<file path="src/rtl/dlc_pkg.sv">
package dlc_pkg;
    localparam int WORD_W = 16;

    localparam logic [31:0] SIG_ALL_ONES  = 32'hFFFF_FFFF;
    localparam logic [31:0] SIG_ALL_ZEROS = 32'h0000_0000;
    localparam logic [31:0] BOOT_SKIP_VAL = 32'h5555_5555;
    localparam logic [15:0] WIPE_WORD     = 16'hFFFF;
    localparam int          CFG_EN_BIT    = 15;

    typedef enum logic [1:0] {
        F_READ,
        F_WIPE_LO,
        F_WIPE_HI,
        F_IDLE
    } fetch_st_e;
endpackage

</file>
<file path="src/rtl/dlc_fetch.sv">
module dlc_fetch
    import dlc_pkg::*;
#(
    parameter int                AW       = 16,
    parameter int                DW       = 16,
    parameter int                NREAD    = 9,
    parameter logic [AW-1:0]     SIG_BASE = 16'hFF80
) (
    input  logic                       clk,
    input  logic                       bor_n,
    output logic                       mem_req,
    output logic                       mem_we,
    output logic [AW-1:0]              mem_addr,
    output logic [DW-1:0]              mem_wdata,
    input  logic [DW-1:0]              mem_rdata,
    input  logic                       wipe_go,
    output logic                       wipe_done,
    output logic                       busy,
    output logic [NREAD-1:0][DW-1:0]   words
);
    localparam int IW = $clog2(NREAD + 1);

    typedef struct packed {
        fetch_st_e                 st;
        logic [IW-1:0]             rd_idx;
        logic                      cap_vld;
        logic [IW-1:0]             cap_idx;
        logic [NREAD-1:0][DW-1:0]  words;
        logic                      done;
    } fetch_t;

    fetch_t s_d, s_q;

    always_comb begin
        s_d       = s_q;
        s_d.done  = 1'b0;
        s_d.cap_vld = 1'b0;
        mem_req   = 1'b0;
        mem_we    = 1'b0;
        mem_addr  = SIG_BASE;
        mem_wdata = WIPE_WORD;
        if (s_q.cap_vld) begin
            s_d.words[s_q.cap_idx] = mem_rdata;
        end
        unique case (s_q.st)
            F_READ: begin
                if (s_q.rd_idx < IW'(NREAD)) begin
                    mem_req     = 1'b1;
                    mem_addr    = SIG_BASE + AW'(2 * s_q.rd_idx);
                    s_d.cap_vld = 1'b1;
                    s_d.cap_idx = s_q.rd_idx;
                    s_d.rd_idx  = s_q.rd_idx + 1'b1;
                end else if (!s_q.cap_vld) begin
                    s_d.st = F_IDLE;
                end
            end
            F_WIPE_LO: begin
                mem_req  = 1'b1;
                mem_we   = 1'b1;
                mem_addr = SIG_BASE;
                s_d.st   = F_WIPE_HI;
            end
            F_WIPE_HI: begin
                mem_req  = 1'b1;
                mem_we   = 1'b1;
                mem_addr = SIG_BASE + AW'(2);
                s_d.st   = F_IDLE;
                s_d.done = 1'b1;
            end
            default: begin
                if (wipe_go) s_d.st = F_WIPE_LO;
            end
        endcase
    end

    always_ff @(posedge clk or negedge bor_n) begin
        if (!bor_n) begin
            s_q <= '{st: F_READ, default: '0};
        end else begin
            s_q <= s_d;
        end
    end

    assign busy      = (s_q.st == F_READ);
    assign words     = s_q.words;
    assign wipe_done = s_q.done;

    p_done_after_hi_write_r10: assert property (@(posedge clk) disable iff (!bor_n)
        wipe_done |-> ($past(mem_we) && $past(mem_addr) == SIG_BASE + AW'(2)));

    p_no_write_during_reads_r11: assert property (@(posedge clk) disable iff (!bor_n)
        busy |-> !mem_we);
endmodule

</file>
<file path="src/rtl/dlc_decode.sv">
module dlc_decode
    import dlc_pkg::*;
#(
    parameter int DW    = 16,
    parameter int IDX_W = 2
) (
    input  logic [DW-1:0]    sig_lo,
    input  logic [DW-1:0]    sig_hi,
    input  logic [DW-1:0]    boot_lo,
    input  logic [DW-1:0]    boot_hi,
    input  logic [DW-1:0]    cfg,
    output logic             sig_open,
    output logic             boot_skip,
    output logic             pw_en,
    output logic [IDX_W-1:0] len_m1
);
    logic [31:0] sig_w, boot_w;

    always_comb begin
        sig_w     = {sig_hi, sig_lo};
        boot_w    = {boot_hi, boot_lo};
        sig_open  = (sig_w == SIG_ALL_ONES) || (sig_w == SIG_ALL_ZEROS);
        boot_skip = (boot_w == BOOT_SKIP_VAL);
        pw_en     = cfg[CFG_EN_BIT];
        len_m1    = cfg[IDX_W-1:0];
    end
endmodule

</file>
<file path="src/rtl/dlc_pw_cmp.sv">
module dlc_pw_cmp #(
    parameter int DW     = 16,
    parameter int MAX_PW = 4,
    parameter int IDX_W  = 2
) (
    input  logic                      clk,
    input  logic                      bor_n,
    input  logic                      armed,
    input  logic                      pw_vld,
    input  logic [DW-1:0]             pw_word,
    input  logic [MAX_PW-1:0][DW-1:0] stored,
    input  logic [IDX_W-1:0]          len_m1,
    output logic                      granted,
    output logic                      ok,
    output logic                      fail
);
    typedef struct packed {
        logic [IDX_W-1:0] idx;
        logic             mis;
        logic             granted;
        logic             ok;
        logic             fail;
    } cmp_t;

    cmp_t c_d, c_q;

    always_comb begin
        logic mis_next;
        c_d      = c_q;
        c_d.ok   = 1'b0;
        c_d.fail = 1'b0;
        mis_next = c_q.mis | (pw_word != stored[c_q.idx]);
        if (!armed || c_q.granted) begin
            c_d.idx = '0;
            c_d.mis = 1'b0;
        end else if (pw_vld) begin
            if (c_q.idx == len_m1) begin
                c_d.idx = '0;
                c_d.mis = 1'b0;
                if (mis_next) begin
                    c_d.fail = 1'b1;
                end else begin
                    c_d.ok      = 1'b1;
                    c_d.granted = 1'b1;
                end
            end else begin
                c_d.idx = c_q.idx + 1'b1;
                c_d.mis = mis_next;
            end
        end
    end

    always_ff @(posedge clk or negedge bor_n) begin
        if (!bor_n) c_q <= '0;
        else        c_q <= c_d;
    end

    assign granted = c_q.granted;
    assign ok      = c_q.ok;
    assign fail    = c_q.fail;

    p_pulse_after_word_r6: assert property (@(posedge clk) disable iff (!bor_n)
        (ok || fail) |-> $past(pw_vld));

    p_fail_keeps_locked_r7: assert property (@(posedge clk) disable iff (!bor_n)
        fail |-> !granted);

    p_grant_sticky_r8: assert property (@(posedge clk) disable iff (!bor_n)
        granted |=> granted);
endmodule

</file>
<file path="src/rtl/dbg_lock_ctrl.sv">
module dbg_lock_ctrl
    import dlc_pkg::*;
#(
    parameter int            AW       = 16,
    parameter int            MAX_PW   = 4,
    parameter logic [AW-1:0] SIG_BASE = 16'hFF80
) (
    input  logic                clk,
    input  logic                bor_n,
    output logic                mem_req,
    output logic                mem_we,
    output logic [AW-1:0]       mem_addr,
    output logic [WORD_W-1:0]   mem_wdata,
    input  logic [WORD_W-1:0]   mem_rdata,
    input  logic                pw_vld,
    input  logic [WORD_W-1:0]   pw_word,
    output logic                pw_ok,
    output logic                pw_fail,
    input  logic                bl_disabled,
    input  logic                bl_auth,
    input  logic                clr_req,
    output logic                clr_done,
    output logic                busy,
    output logic                dbg_enable,
    output logic                dbg_pw_mode,
    output logic                boot_bypass
);
    localparam int IDX_W   = (MAX_PW > 1) ? $clog2(MAX_PW) : 1;
    localparam int PW_BASE = 4;
    localparam int CFG_IDX = PW_BASE + MAX_PW;
    localparam int NREAD   = CFG_IDX + 1;

    logic [NREAD-1:0][WORD_W-1:0]  words;
    logic [MAX_PW-1:0][WORD_W-1:0] stored;
    logic                          sig_open, boot_skip, pw_en, granted, armed, wipe_go;
    logic [IDX_W-1:0]              len_m1;

    assign wipe_go = clr_req && bl_auth && !bl_disabled;

    dlc_fetch #(.AW(AW), .DW(WORD_W), .NREAD(NREAD), .SIG_BASE(SIG_BASE)) u_fetch (
        .clk       (clk),
        .bor_n     (bor_n),
        .mem_req   (mem_req),
        .mem_we    (mem_we),
        .mem_addr  (mem_addr),
        .mem_wdata (mem_wdata),
        .mem_rdata (mem_rdata),
        .wipe_go   (wipe_go),
        .wipe_done (clr_done),
        .busy      (busy),
        .words     (words)
    );

    for (genvar g = 0; g < MAX_PW; g++) begin : g_pw
        assign stored[g] = words[PW_BASE + g];
    end

    dlc_decode #(.DW(WORD_W), .IDX_W(IDX_W)) u_decode (
        .sig_lo    (words[0]),
        .sig_hi    (words[1]),
        .boot_lo   (words[2]),
        .boot_hi   (words[3]),
        .cfg       (words[CFG_IDX]),
        .sig_open  (sig_open),
        .boot_skip (boot_skip),
        .pw_en     (pw_en),
        .len_m1    (len_m1)
    );

    assign armed = !busy && !sig_open && pw_en;

    dlc_pw_cmp #(.DW(WORD_W), .MAX_PW(MAX_PW), .IDX_W(IDX_W)) u_cmp (
        .clk     (clk),
        .bor_n   (bor_n),
        .armed   (armed),
        .pw_vld  (pw_vld),
        .pw_word (pw_word),
        .stored  (stored),
        .len_m1  (len_m1),
        .granted (granted),
        .ok      (pw_ok),
        .fail    (pw_fail)
    );

    assign dbg_enable  = !busy && (sig_open || granted);
    assign dbg_pw_mode = armed;
    assign boot_bypass = !busy && boot_skip;

    p_closed_while_busy_r1: assert property (@(posedge clk) disable iff (!bor_n)
        busy |-> (!dbg_enable && !dbg_pw_mode && !boot_bypass));

    p_status_frozen_r10: assert property (@(posedge clk) disable iff (!bor_n)
        (!busy && !$past(busy)) |-> ($stable(dbg_pw_mode) && $stable(boot_bypass)));
endmodule

</file>
<file path="config.mk">
export PLATFORM = sky130hd
export DESIGN_NAME = dbg_lock_ctrl
export DESIGN_NICKNAME = d
export VERILOG_FILES = /design/src/rtl/dlc_pkg.sv /design/src/rtl/dlc_fetch.sv /design/src/rtl/dlc_decode.sv /design/src/rtl/dlc_pw_cmp.sv /design/src/rtl/dbg_lock_ctrl.sv
export SDC_FILE = /design/constraint.sdc
export NUM_CORES = 1
export LEC_CHECK = 0
export BUFFER_PORTS_ARGS = -buffer_cell sky130_fd_sc_hd__buf_2
export CORE_MARGIN = 4
export CORE_UTILIZATION = 40
export CTS_CLUSTER_DIAMETER = 100
export DETAILED_ROUTE_END_ITERATION = 10
export HOLD_SLACK_MARGIN = 0.1
export SYNTH_ARGS = -nofsm -noshare
export SYNTH_HDL_FRONTEND = slang
export SYNTH_HIERARCHICAL = 1
export SYNTH_SLANG_ARGS = --single-unit
</file>
<file path="constraint.sdc">
create_clock -name clk -period 2.15 [get_ports clk]
set_input_delay 0.215 -clock clk [delete_from_list [all_inputs] [get_ports clk]]
set_output_delay 0.215 -clock clk [all_outputs]
set_load 0.05 [all_outputs]
</file>
==> flow_summary.toml <==
[clock_tree]
htreeDepth = 4
cts_root_buf = "clkbuf_16"
cts_buffers = 17
cts.sinks = 149
clock_latency_ns = 0.42
clk_pin_slew_ns = 0.05
cts_tree = "built"
cts_buffer_depth = 2

[layout]
layout-drive-gt1-share = 0.511
nets = 596
final_core_util = 0.423
antennaDiodeCount = 0
area_growth_pct = 3.68

[route]
vias = 4078
ant_nets = 0
drc = 0
dr.pass1.iters = 4
routed_wl_mm = 15.0
initialDrtViolationCount = 168
vias_per_cell = 4.92
avgRoutedWirePerCell_um = 18.1

[synth]
synth_area_per_cell_um2 = 13.0
yosys_warnings = 6
netlist_area_um2 = 7930
netlist_instances = 609

[power]
vdd_drop_max_mv = 0.604
power_leakage_uw = 0.00371
p_clk_frac = 0.244
swShare = 0.315
combPwrFrac = 0.308
switchingPower_uw = 3380
power_uw = 10700
cellPowerDensity_nw_per_um2 = 1310
p_seq_frac = 0.448
p_int_uw = 7360

[status]
violations = "negative setup slack"
status = "finished with violations"

[worst_setup_path]
r2r_cells = 7
rr_startpoint = "u_cmp/c_q[4]"
cp_data_required_time_ns = 2.45
critPathCaptureType = "register"
worstSetupPathType = "reg2reg"
cp_max_fo = 4
reg2reg_to = "u_cmp/c_q[3]"
timing.reg2reg.setup_slack_ns = -0.17
cp.arrival_ns = 2.62
cp-start-kind = "register"

[worst_hold_path]
hold_path.class = "in2reg"
min_from = "pw_vld"
hold_end = "u_cmp/c_q[3]"
hold_depth = 2

[grt]
antenna_found_initial = 0
grt_max_degree = 66
groute.usage.overall = 0.141
grt_first_pass_wirelength_mm = 23.8
grt_pass1_vias = 4283
gr-total-overflow = 0

[sta]
setup-violations-final = 6
setup_ws_ns = -0.167
post-route-period-util = 1.08
max_freq_ghz = 0.432
period_minus_slack_ns = 2.32
hold_viol = 0
worst_pin_slew_ns = 0.628
clock_skew_ns = 0.0109
rsz0062_at_grt = "yes"
slew_headroom = 0.581
drv_slew = 0

[placement]
hpwl_mm = 10.5
io_buffers = 50
globalplace.congestion = 0.768
dp_slack_ns = -0.296

[die]
die_w_um = 149
core_um2 = 19500
start_util = 0.408
dieArea_um2 = 22100
row_count = 51
chipHeight_um = 149
io_pins = 79

[job]
drv_cap = 0
==> worst max-delay path, stage by stage, from the launching register on <==
cell     delay [ns]
dfrtp_2        0.40
buf_6          0.12
mux4_2         0.50
xor2_1         0.16
nor4_2         0.32
nand2_1        0.13
or3_4          0.38
a41o_1         0.20
==> worst max-delay path by stage <==
stage,start,to,depth (start not counted)
after floorplan,u_cmp/c_q[4],u_cmp/c_q[3],7
after global placement,u_cmp/c_q[4],u_cmp/c_q[3],7
after detailed placement,u_cmp/c_q[4],u_cmp/granted,7
after CTS,u_cmp/c_q[4],u_cmp/c_q[3],7
after global routing,u_cmp/c_q[4],u_cmp/c_q[3],7
final,u_cmp/c_q[4],u_cmp/c_q[3],7
==> timing repair <==
action	in CTS	in global routing
setup endpoints to repair	10	12
setup buffers	3	8
hold buffers	1	0
pin swaps	7	8
hold endpoints to repair	63	0
resized for setup	25	13
==> cell type report <==
cell class | count | area [um^2]
tap | 265 | 332
multi-input combinational | 298 | 3050
inverter | 9 | 33.8
clock inverter | 12 | 83.8
fill | 1786 | 11200
clock buffer | 20 | 447
sequential | 149 | 3730
timing repair buffer | 76 | 548
==> cells in the final DEF (no fill, tap or decap), types with 3 or more instances in the layout <==
| cell type | instances |
|---|---|
| dfrtp_1 | 148 |
| mux2_2 | 134 |
| buf_2 | 42 |
| conb_1 | 28 |
| buf_4 | 22 |
| clkbuf_16 | 17 |
| mux4_2 | 15 |
| nand4_1 | 13 |
| xnor2_1 | 12 |
| xor2_1 | 8 |
| nor4_1 | 8 |
| nand2_1 | 7 |
| inv_1 | 7 |
| buf_6 | 6 |
| ha_1 | 6 |
| clkinv_2 | 5 |
| clkinv_4 | 5 |
| buf_12 | 4 |
| mux2i_1 | 4 |
| nor2_1 | 4 |
| nor4bb_1 | 4 |
| nor3b_1 | 3 |
| a21oi_1 | 3 |
| nor3b_2 | 3 |
==> metal layers <==
metal,up-vias,wire [um],GRT usage
li1,1839,-,-
met2,90,7240,0.221
met4,0,267,0.0499
met3,20,614,0.0374
met1,2129,6870,0.190
met5,-,0,0
==> power by group through the flow <==
stage,Clock (uW),Combinational (uW),Sequential [uW]
floorplan,0,4050,4530
global placement,0,2890,4750
detailed placement,0,2990,4820
CTS,2700,3170,4790
global route,2840,3590,4950
finish,2630,3310,4810
==> per-stage QoR <==
step	setup TNS (ns)	hold WS (ns)	instances	area [um^2]
2_1_floorplan	-0.0469	-0.0806	635	8040
4_1_cts	-1.11	0.138	821	8110
3_5_place_dp	-1.03	0.260	785	7440
3_3_place_gp	-0.794	0.252	785	7440
5_1_grt	-1.29	0.153	829	8220
6_report	-0.608	0.152	829	8220
==> sequential cells by signal, summed over array words and instances (netlist names) <==
name	count
u_fetch/words	131
u_cmp/ok	1
u_cmp/c_q	3
u_fetch/s_q	11
u_cmp/granted	1
u_fetch/wipe_done	1
u_cmp/fail	1
Note: power is estimated with default switching activity, not from simulation.
